[config.mk]
export PLATFORM = sky130hd
export DESIGN_NAME = nfc_regfront
export DESIGN_NICKNAME = d
export VERILOG_FILES = /design/src/rtl/nfc_regfront_pkg.sv /design/src/rtl/nfc_ctrl_regs.sv /design/src/rtl/nfc_status_irq.sv /design/src/rtl/nfc_cmd_capture.sv /design/src/rtl/nfc_regfront.sv
export SDC_FILE = /design/constraint.sdc
export NUM_CORES = 1
export LEC_CHECK = 0
export ABC_AREA = 1
export ABC_CLOCK_PERIOD_IN_PS = 1900
export CORE_UTILIZATION = 44
export CTS_CLUSTER_SIZE = 12
export DETAILED_ROUTE_END_ITERATION = 7
export GPL_TIMING_DRIVEN = 0
export PLACE_DENSITY_LB_ADDON = 0.3
export SYNTH_ARGS = -nofsm -noshare
export SYNTH_HDL_FRONTEND = slang
export SYNTH_SLANG_ARGS = --single-unit
[constraint.sdc]
create_clock -name clk_i -period 1.9 [get_ports clk_i]
set_input_delay 0.38 -clock clk_i [delete_from_list [all_inputs] [get_ports clk_i]]
set_output_delay 0.38 -clock clk_i [all_outputs]
set_load 0.01 [all_outputs]
[src/rtl/nfc_regfront_pkg.sv]
package nfc_regfront_pkg;
  localparam logic [7:0] OFS_CTRL = 8'h00;
  localparam logic [7:0] OFS_TIM0 = 8'h04;
  localparam logic [7:0] OFS_TIM1 = 8'h0C;
  localparam logic [7:0] OFS_STAT = 8'h14;
  localparam logic [7:0] OFS_CMD  = 8'h48;
  localparam int unsigned RUN_BIT  = 28;
  localparam int unsigned DONE_BIT = 8;
  localparam int unsigned CREQ_BIT = 0;
endpackage

[src/rtl/nfc_ctrl_regs.sv]
module nfc_ctrl_regs #(
  parameter int unsigned DATA_W = 32
) (
  input  logic              clk_i,
  input  logic              rst_ni,
  input  logic              ctrl_we_i,
  input  logic              tim0_we_i,
  input  logic              tim1_we_i,
  input  logic [DATA_W-1:0] wdata_i,
  input  logic              cmd_done_i,
  output logic [DATA_W-1:0] ctrl_o,
  output logic [DATA_W-1:0] tim0_o,
  output logic [DATA_W-1:0] tim1_o,
  output logic              run_rise_o
);
  import nfc_regfront_pkg::*;

  logic [DATA_W-1:0] ctrl_q, tim0_q, tim1_q;

  assign run_rise_o = ctrl_we_i & wdata_i[RUN_BIT] & ~ctrl_q[RUN_BIT];

  always_ff @(posedge clk_i or negedge rst_ni) begin
    if (!rst_ni) begin
      ctrl_q <= '0;
      tim0_q <= '0;
      tim1_q <= '0;
    end else begin
      if (ctrl_we_i) ctrl_q <= wdata_i;
      if (cmd_done_i) ctrl_q[RUN_BIT] <= 1'b0;  // hardware clear wins
      if (tim0_we_i) tim0_q <= wdata_i;
      if (tim1_we_i) tim1_q <= wdata_i;
    end
  end

  assign ctrl_o = ctrl_q;
  assign tim0_o = tim0_q;
  assign tim1_o = tim1_q;

  assert_run_drop_R9: assert property (@(posedge clk_i) disable iff (!rst_ni)
    cmd_done_i |=> !ctrl_q[RUN_BIT]);
  assert_run_set_R3: assert property (@(posedge clk_i) disable iff (!rst_ni)
    (run_rise_o && !cmd_done_i) |=> ctrl_q[RUN_BIT]);
endmodule

[src/rtl/nfc_status_irq.sv]
module nfc_status_irq #(
  parameter int unsigned EVT_W = 12
) (
  input  logic             clk_i,
  input  logic             rst_ni,
  input  logic [EVT_W-1:0] set_i,
  input  logic             clr_we_i,
  input  logic [EVT_W-1:0] clr_i,
  input  logic [EVT_W-1:0] mask_i,
  output logic [EVT_W-1:0] stat_o,
  output logic             irq_o
);
  logic [EVT_W-1:0] stat_q, clr_eff;

  assign clr_eff = clr_we_i ? clr_i : '0;

  always_ff @(posedge clk_i or negedge rst_ni) begin
    if (!rst_ni) stat_q <= '0;
    else         stat_q <= (stat_q & ~clr_eff) | set_i;
  end

  assign stat_o = stat_q;
  assign irq_o  = |(stat_q & ~mask_i);

  assert_w1c_R6: assert property (@(posedge clk_i) disable iff (!rst_ni)
    ((clr_eff & ~set_i) != '0) |=> ((stat_q & $past(clr_eff & ~set_i)) == '0));
  assert_set_sticky_R7: assert property (@(posedge clk_i) disable iff (!rst_ni)
    (set_i != '0) |=> ((stat_q & $past(set_i)) == $past(set_i)));
  assert_irq_raise_R8: assert property (@(posedge clk_i) disable iff (!rst_ni)
    ((set_i & ~mask_i) != '0) |=> (irq_o || !$stable(mask_i)));
endmodule

[src/rtl/nfc_cmd_capture.sv]
module nfc_cmd_capture #(
  parameter int unsigned DATA_W  = 32,
  parameter int unsigned N_WORDS = 3
) (
  input  logic                      clk_i,
  input  logic                      rst_ni,
  input  logic                      wr_i,
  input  logic                      run_i,
  input  logic                      run_rise_i,
  input  logic [DATA_W-1:0]         wdata_i,
  input  logic                      ready_i,
  output logic [N_WORDS*DATA_W-1:0] words_o,
  output logic                      valid_o
);
  localparam int unsigned CNT_W = $clog2(N_WORDS + 1);
  localparam logic [CNT_W-1:0] CNT_FULL = CNT_W'(N_WORDS);
  localparam logic [CNT_W-1:0] CNT_LAST = CNT_W'(N_WORDS - 1);

  logic [CNT_W-1:0] cnt_q;
  logic             valid_q, accept;

  assign accept = wr_i & run_i & (cnt_q < CNT_FULL);

  always_ff @(posedge clk_i or negedge rst_ni) begin
    if (!rst_ni)         cnt_q <= '0;
    else if (run_rise_i) cnt_q <= '0;
    else if (accept)     cnt_q <= cnt_q + 1'b1;
  end

  for (genvar k = 0; k < N_WORDS; k++) begin : g_word
    logic [DATA_W-1:0] word_q;
    always_ff @(posedge clk_i or negedge rst_ni) begin
      if (!rst_ni)                               word_q <= '0;
      else if (accept && cnt_q == CNT_W'(k))     word_q <= wdata_i;
    end
    assign words_o[k*DATA_W +: DATA_W] = word_q;
  end

  always_ff @(posedge clk_i or negedge rst_ni) begin
    if (!rst_ni)                          valid_q <= 1'b0;
    else if (accept && cnt_q == CNT_LAST) valid_q <= 1'b1;
    else if (ready_i)                     valid_q <= 1'b0;
  end

  assign valid_o = valid_q;

  assert_cnt_bound_R5: assert property (@(posedge clk_i) disable iff (!rst_ni)
    cnt_q <= CNT_FULL);
  assert_valid_drop_R4: assert property (@(posedge clk_i) disable iff (!rst_ni)
    (valid_q && ready_i) |=> !valid_q);
  assert_idle_drop_R5: assert property (@(posedge clk_i) disable iff (!rst_ni)
    (wr_i && !run_i) |=> $stable(words_o));
endmodule

[src/rtl/nfc_regfront.sv]
module nfc_regfront #(
  parameter int unsigned DATA_W  = 32,
  parameter int unsigned ADDR_W  = 8,
  parameter int unsigned EVT_W   = 12,
  parameter int unsigned N_WORDS = 3
) (
  input  logic                      clk_i,
  input  logic                      rst_ni,
  input  logic                      bus_en_i,
  input  logic                      bus_we_i,
  input  logic [ADDR_W-1:0]         bus_addr_i,
  input  logic [DATA_W-1:0]         bus_wdata_i,
  output logic [DATA_W-1:0]         bus_rdata_o,
  output logic                      irq_o,
  input  logic [EVT_W-1:0]          seq_evt_i,
  output logic                      cmd_valid_o,
  input  logic                      cmd_ready_i,
  output logic [N_WORDS*DATA_W-1:0] cmd_words_o
);
  import nfc_regfront_pkg::*;

  localparam int unsigned PAD_W = DATA_W - EVT_W - 1;

  logic              wr;
  logic              ctrl_we, tim0_we, tim1_we, stat_we, cmd_we;
  logic [DATA_W-1:0] ctrl, tim0, tim1;
  logic [EVT_W-1:0]  stat, set_vec;
  logic              run_rise, run;

  assign wr      = bus_en_i & bus_we_i;
  assign ctrl_we = wr && bus_addr_i == ADDR_W'(OFS_CTRL);
  assign tim0_we = wr && bus_addr_i == ADDR_W'(OFS_TIM0);
  assign tim1_we = wr && bus_addr_i == ADDR_W'(OFS_TIM1);
  assign stat_we = wr && bus_addr_i == ADDR_W'(OFS_STAT);
  assign cmd_we  = wr && bus_addr_i == ADDR_W'(OFS_CMD);

  nfc_ctrl_regs #(.DATA_W(DATA_W)) u_ctrl (
    .clk_i, .rst_ni,
    .ctrl_we_i (ctrl_we),
    .tim0_we_i (tim0_we),
    .tim1_we_i (tim1_we),
    .wdata_i   (bus_wdata_i),
    .cmd_done_i(seq_evt_i[DONE_BIT]),
    .ctrl_o    (ctrl),
    .tim0_o    (tim0),
    .tim1_o    (tim1),
    .run_rise_o(run_rise)
  );

  assign run = ctrl[RUN_BIT];

  always_comb begin
    set_vec = seq_evt_i;
    set_vec[CREQ_BIT] = seq_evt_i[CREQ_BIT] | run_rise;
  end

  nfc_status_irq #(.EVT_W(EVT_W)) u_stat (
    .clk_i, .rst_ni,
    .set_i   (set_vec),
    .clr_we_i(stat_we),
    .clr_i   (bus_wdata_i[EVT_W-1:0]),
    .mask_i  (ctrl[EVT_W-1:0]),
    .stat_o  (stat),
    .irq_o   (irq_o)
  );

  nfc_cmd_capture #(.DATA_W(DATA_W), .N_WORDS(N_WORDS)) u_cmd (
    .clk_i, .rst_ni,
    .wr_i      (cmd_we),
    .run_i     (run),
    .run_rise_i(run_rise),
    .wdata_i   (bus_wdata_i),
    .ready_i   (cmd_ready_i),
    .words_o   (cmd_words_o),
    .valid_o   (cmd_valid_o)
  );

  always_comb begin
    unique case (bus_addr_i)
      ADDR_W'(OFS_CTRL): bus_rdata_o = ctrl;
      ADDR_W'(OFS_TIM0): bus_rdata_o = tim0;
      ADDR_W'(OFS_TIM1): bus_rdata_o = tim1;
      ADDR_W'(OFS_STAT): bus_rdata_o = {{PAD_W{1'b0}}, ~run, stat};
      default:           bus_rdata_o = '0;
    endcase
  end

  assert_creq_on_start_R10: assert property (@(posedge clk_i) disable iff (!rst_ni)
    (run_rise && !stat_we) |=> stat[CREQ_BIT]);
endmodule

==> key figures <==
Status
  – Status: finished, violations left
  – Violated checks: setup timing

CTS
  – Bufs on Longest Clock Path: 3
  – CTS tree: done
  – H-tree Lvls: 1
  – Clk sink count: 207
  – Clk root buf: clkbuf_16
  – CTS clk-pin slew, worst paths: about 60 ps
  – Worst-Skew Late Latency: 510 ps
  – CTS Buf Count: 22

Worst setup path
  – R2R depth: 8
  – Crit path capture type: output port
  – Crit path arrival time: between 1500 and 2000 ps
  – Crit path launch type: input pin
  – RR Endpoint: u_cmd.g_word[0].word_q[29]
  – R2r setup slk: between 150 and 200 ps
  – CP Max Fanout: 5
  – Crit Path Class: input pin to output port
  – Critical Path RT: 1520 ps
  – FF-to-FF Start: u_cmd.cnt_q[0]

Cells and area
  – Fraction of layout cells with a size suffix above 1: 17.1%
  – Final Util: 61.7%
  – Commonest non-fill, non-tap cell in the layout: nand2_1
  – Antenna diodes: 0
  – Nets: ~1300
  – Final cell count without fillers: ~1500
  – Most frequent cells in the layout: nand2_1, dfrtp_1, clkdlybuf4s50_1
  – Area grow syn2layout: 37.3%

Synthesis
  – Count of cell types in the netlist: 27
  – Post-Synthesis Cells: 969
  – Register area share after synthesis: 59.0%
  – Synth warn: 0
  – Synthesized flop and latch total: about 210
  – Synthesized Nets: 1030
  – Syn_area_per_cell: just over 9 um2
  – Cell area after synthesis: 8770 um2

Global routing
  – Global Route Usage Sum: 26.6%
  – First-pass GRT wire length: roughly 42 mm
  – Vias in the first global route: between 7000 and 8000
  – Grt total ovfl: 0
  – Largest net degree at the start of global routing: between 100 and 150
  – Initial antenna violation count: 0

Drt
  – Drt total wl: 26.5 mm
  – Vias/cell: 5.16
  – DR WL/cell: between 15 and 20 um
  – Routed via count: 7636
  – DRT antenna net count: 0
  – Met3 WL: a little over 2 mm
  – Metal2 WL: 12.8 mm
  – DRC: 0
  – Detailed Route Iter0 Violations: approximately 570
  – Max Used Layer: met4
  – Met1 wire length: 11.2 mm
  – First-pass DRT Iterations: 6

Hold path
  – Hold path start: bus_addr_i[6]
  – Hold Path Sink: u_cmd.cnt_q[0]
  – Min-Delay Path Depth: 7
  – Worst Hold Class: input pin to flip-flop

Pwr
  – Sw Share: around 22%
  – Sequential share of power: 50.3%
  – Leak: about 0.0059 uW
  – Power Dens Cells: 743 nW/um2
  – Peak supply drop: about 0.00058 V
  – Comb pwr share: under 10%
  – Pint: 6940 uW
  – Sw Pwr: a little over 2000 uW
  – Clk pwr share: between 40% and 50%

Floorplan
  – Die height: 143 um
  – Boundary Pins: about 190
  – Die Wd: approximately 140 um
  – Core ar.: 19500 um2
  – Die ar.: between 20000 and 25000 um2
  – Initial Utilization: between 40 and 50%
  – Row cnt: a little over 50

Timing
  – Max Clock Freq: between 0.5 and 0.6 GHz
  – Final min period: just under 2000 ps
  – Worst-Margin Slew: approximately 740 ps
  – Slew headroom: 50.6%
  – Post-route worst setup slack: -53.9 ps
  – Period utilisation layout: 103%
  – Final Hold Violating Endpoints: 0
  – Unrepaired setup endpoints after global routing: yes
  – Total Neg Setup Slack: -404 ps
  – Layout Skew: between 5 and 6 ps
  – Fin. max-slew vios: 0
  – Final Setup Violations: 15

Placement
  – DP Wirelength: between 15 and 20 mm
  – GP Congestion: between 0.8 and 0.9
  – Post-Place Cells: ~1400
  – I/O Buffers: around 190

Flow run
  – Max_cap viols: 0
-- synth_stat cells (all sizes together) --
| master | count | share of area (%) |
|---|---|---|
| nor3 | 1 | 0.11 |
| o211ai | 19 | 1.6 |
| nand3 | 35 | 2.3 |
| dfrtp | 207 | 59 |
| nor2 | 19 | 1.4 |
| o22ai | 6 | 0.43 |
| buf | 46 | 3.1 |
| clkbuf | 5 | 0.21 |
| nand2 | 326 | 14 |
| a21oi | 1 | 0.057 |
| o21ai | 192 | 12 |
| clkinv | 1 | 0.057 |
| inv | 92 | 3.9 |
| ha | 4 | 0.57 |
| nand4 | 15 | 1.1 |
-- registers in the layout, summed over array words and instances, names as in the netlist --
signal               flops
u_cmd.cnt_q              2
u_ctrl.tim1_o           32
u_cmd.g_word.word_q     96
u_stat.stat_o           12
u_cmd.valid_o            1
u_ctrl.tim0_o           32
u_ctrl.ctrl_o           32
-- area by class of cell --
type	instances	area, um2
multi-input cells	618	3090
well taps	265	332
fillers	1667	7480
clock buffers	33	632
flip-flops and latches	207	5180
clock inverters	3	26.3
repair buffers	209	2030
inverters	93	355
plain buffers	51	404
-- per-layer routing --
metal | GRT usage [%] | vias to the layer above
met3 | 5.00 | 39
met2 | 43.5 | 329
met4 | 6.66 | 0
li1 | - | 3589
met1 | 36.5 | 3679
met5 | 0 | -
-- timing repair --
item                       CTS  global route
hold buffers                 1             0
setup buffers               17             1
hold endpoints to repair    94             0
resized for setup          242            28
pin swaps                   18            10
setup endpoints to repair   33            84
gates cloned                 4             0
-- per-stage QoR --
stage / hold WS [ps] / cell area (um2) / worst slack [ps] / total power (uW)
final: 340 / 12000 / -53.9 / 8950
after global routing: 382 / 12000 / -129 / 9250
after CTS: 323 / 12000 / -93.7 / 9020
after detailed placement: 457 / 11000 / -1180 / 5020
after global placement: 465 / 11000 / -8300 / 5010
after floorplan: 84.4 / 8770 / 251 / 4720
-- worst max-delay path, cell delays in order --
cell and delay (ps):
buf_2 120, inv_2 60, nand2_4 80, nor3_4 240
buf_6 190, buf_8 140, nand2_2 40, o211ai_1 120
buf_2 190
-- power groups by stage --
stage                     logic, uW  registers (uW)  clock network (uW)
final                           484            4510                3960
after floorplan                 143            4570                   0
after detailed placement        441            4580                   0
after global placement          429            4580                   0
after global routing            535            4510                4210
after CTS                       479            4500                4030
-- logic make-up after synthesis --
group                    synth area share [%]
adder cells (fa/ha/maj)                 0.570
AO/OA/AOI/OAI                            14.0
flip-flops                               59.0
AND/OR/NAND/NOR                          19.1
buffers and inverters                    7.30
-- how the worst max path moves through the flow --
stage                  startpoint  cells after the start                    endpoint  slack [ps]
floorplan           bus_addr_i[5]                      6             bus_rdata_o[10]         250
finish              bus_addr_i[1]                      9             bus_rdata_o[15]         -50
CTS                 bus_addr_i[4]                      9             bus_rdata_o[13]         -90
global route        bus_addr_i[4]                      9             bus_rdata_o[15]        -130
detailed placement  bus_addr_i[5]                      8             bus_rdata_o[10]       -1180
global placement           rst_ni                      1  u_cmd.g_word[1].word_q[18]       -8300
Power figures use the tool's default switching activity.
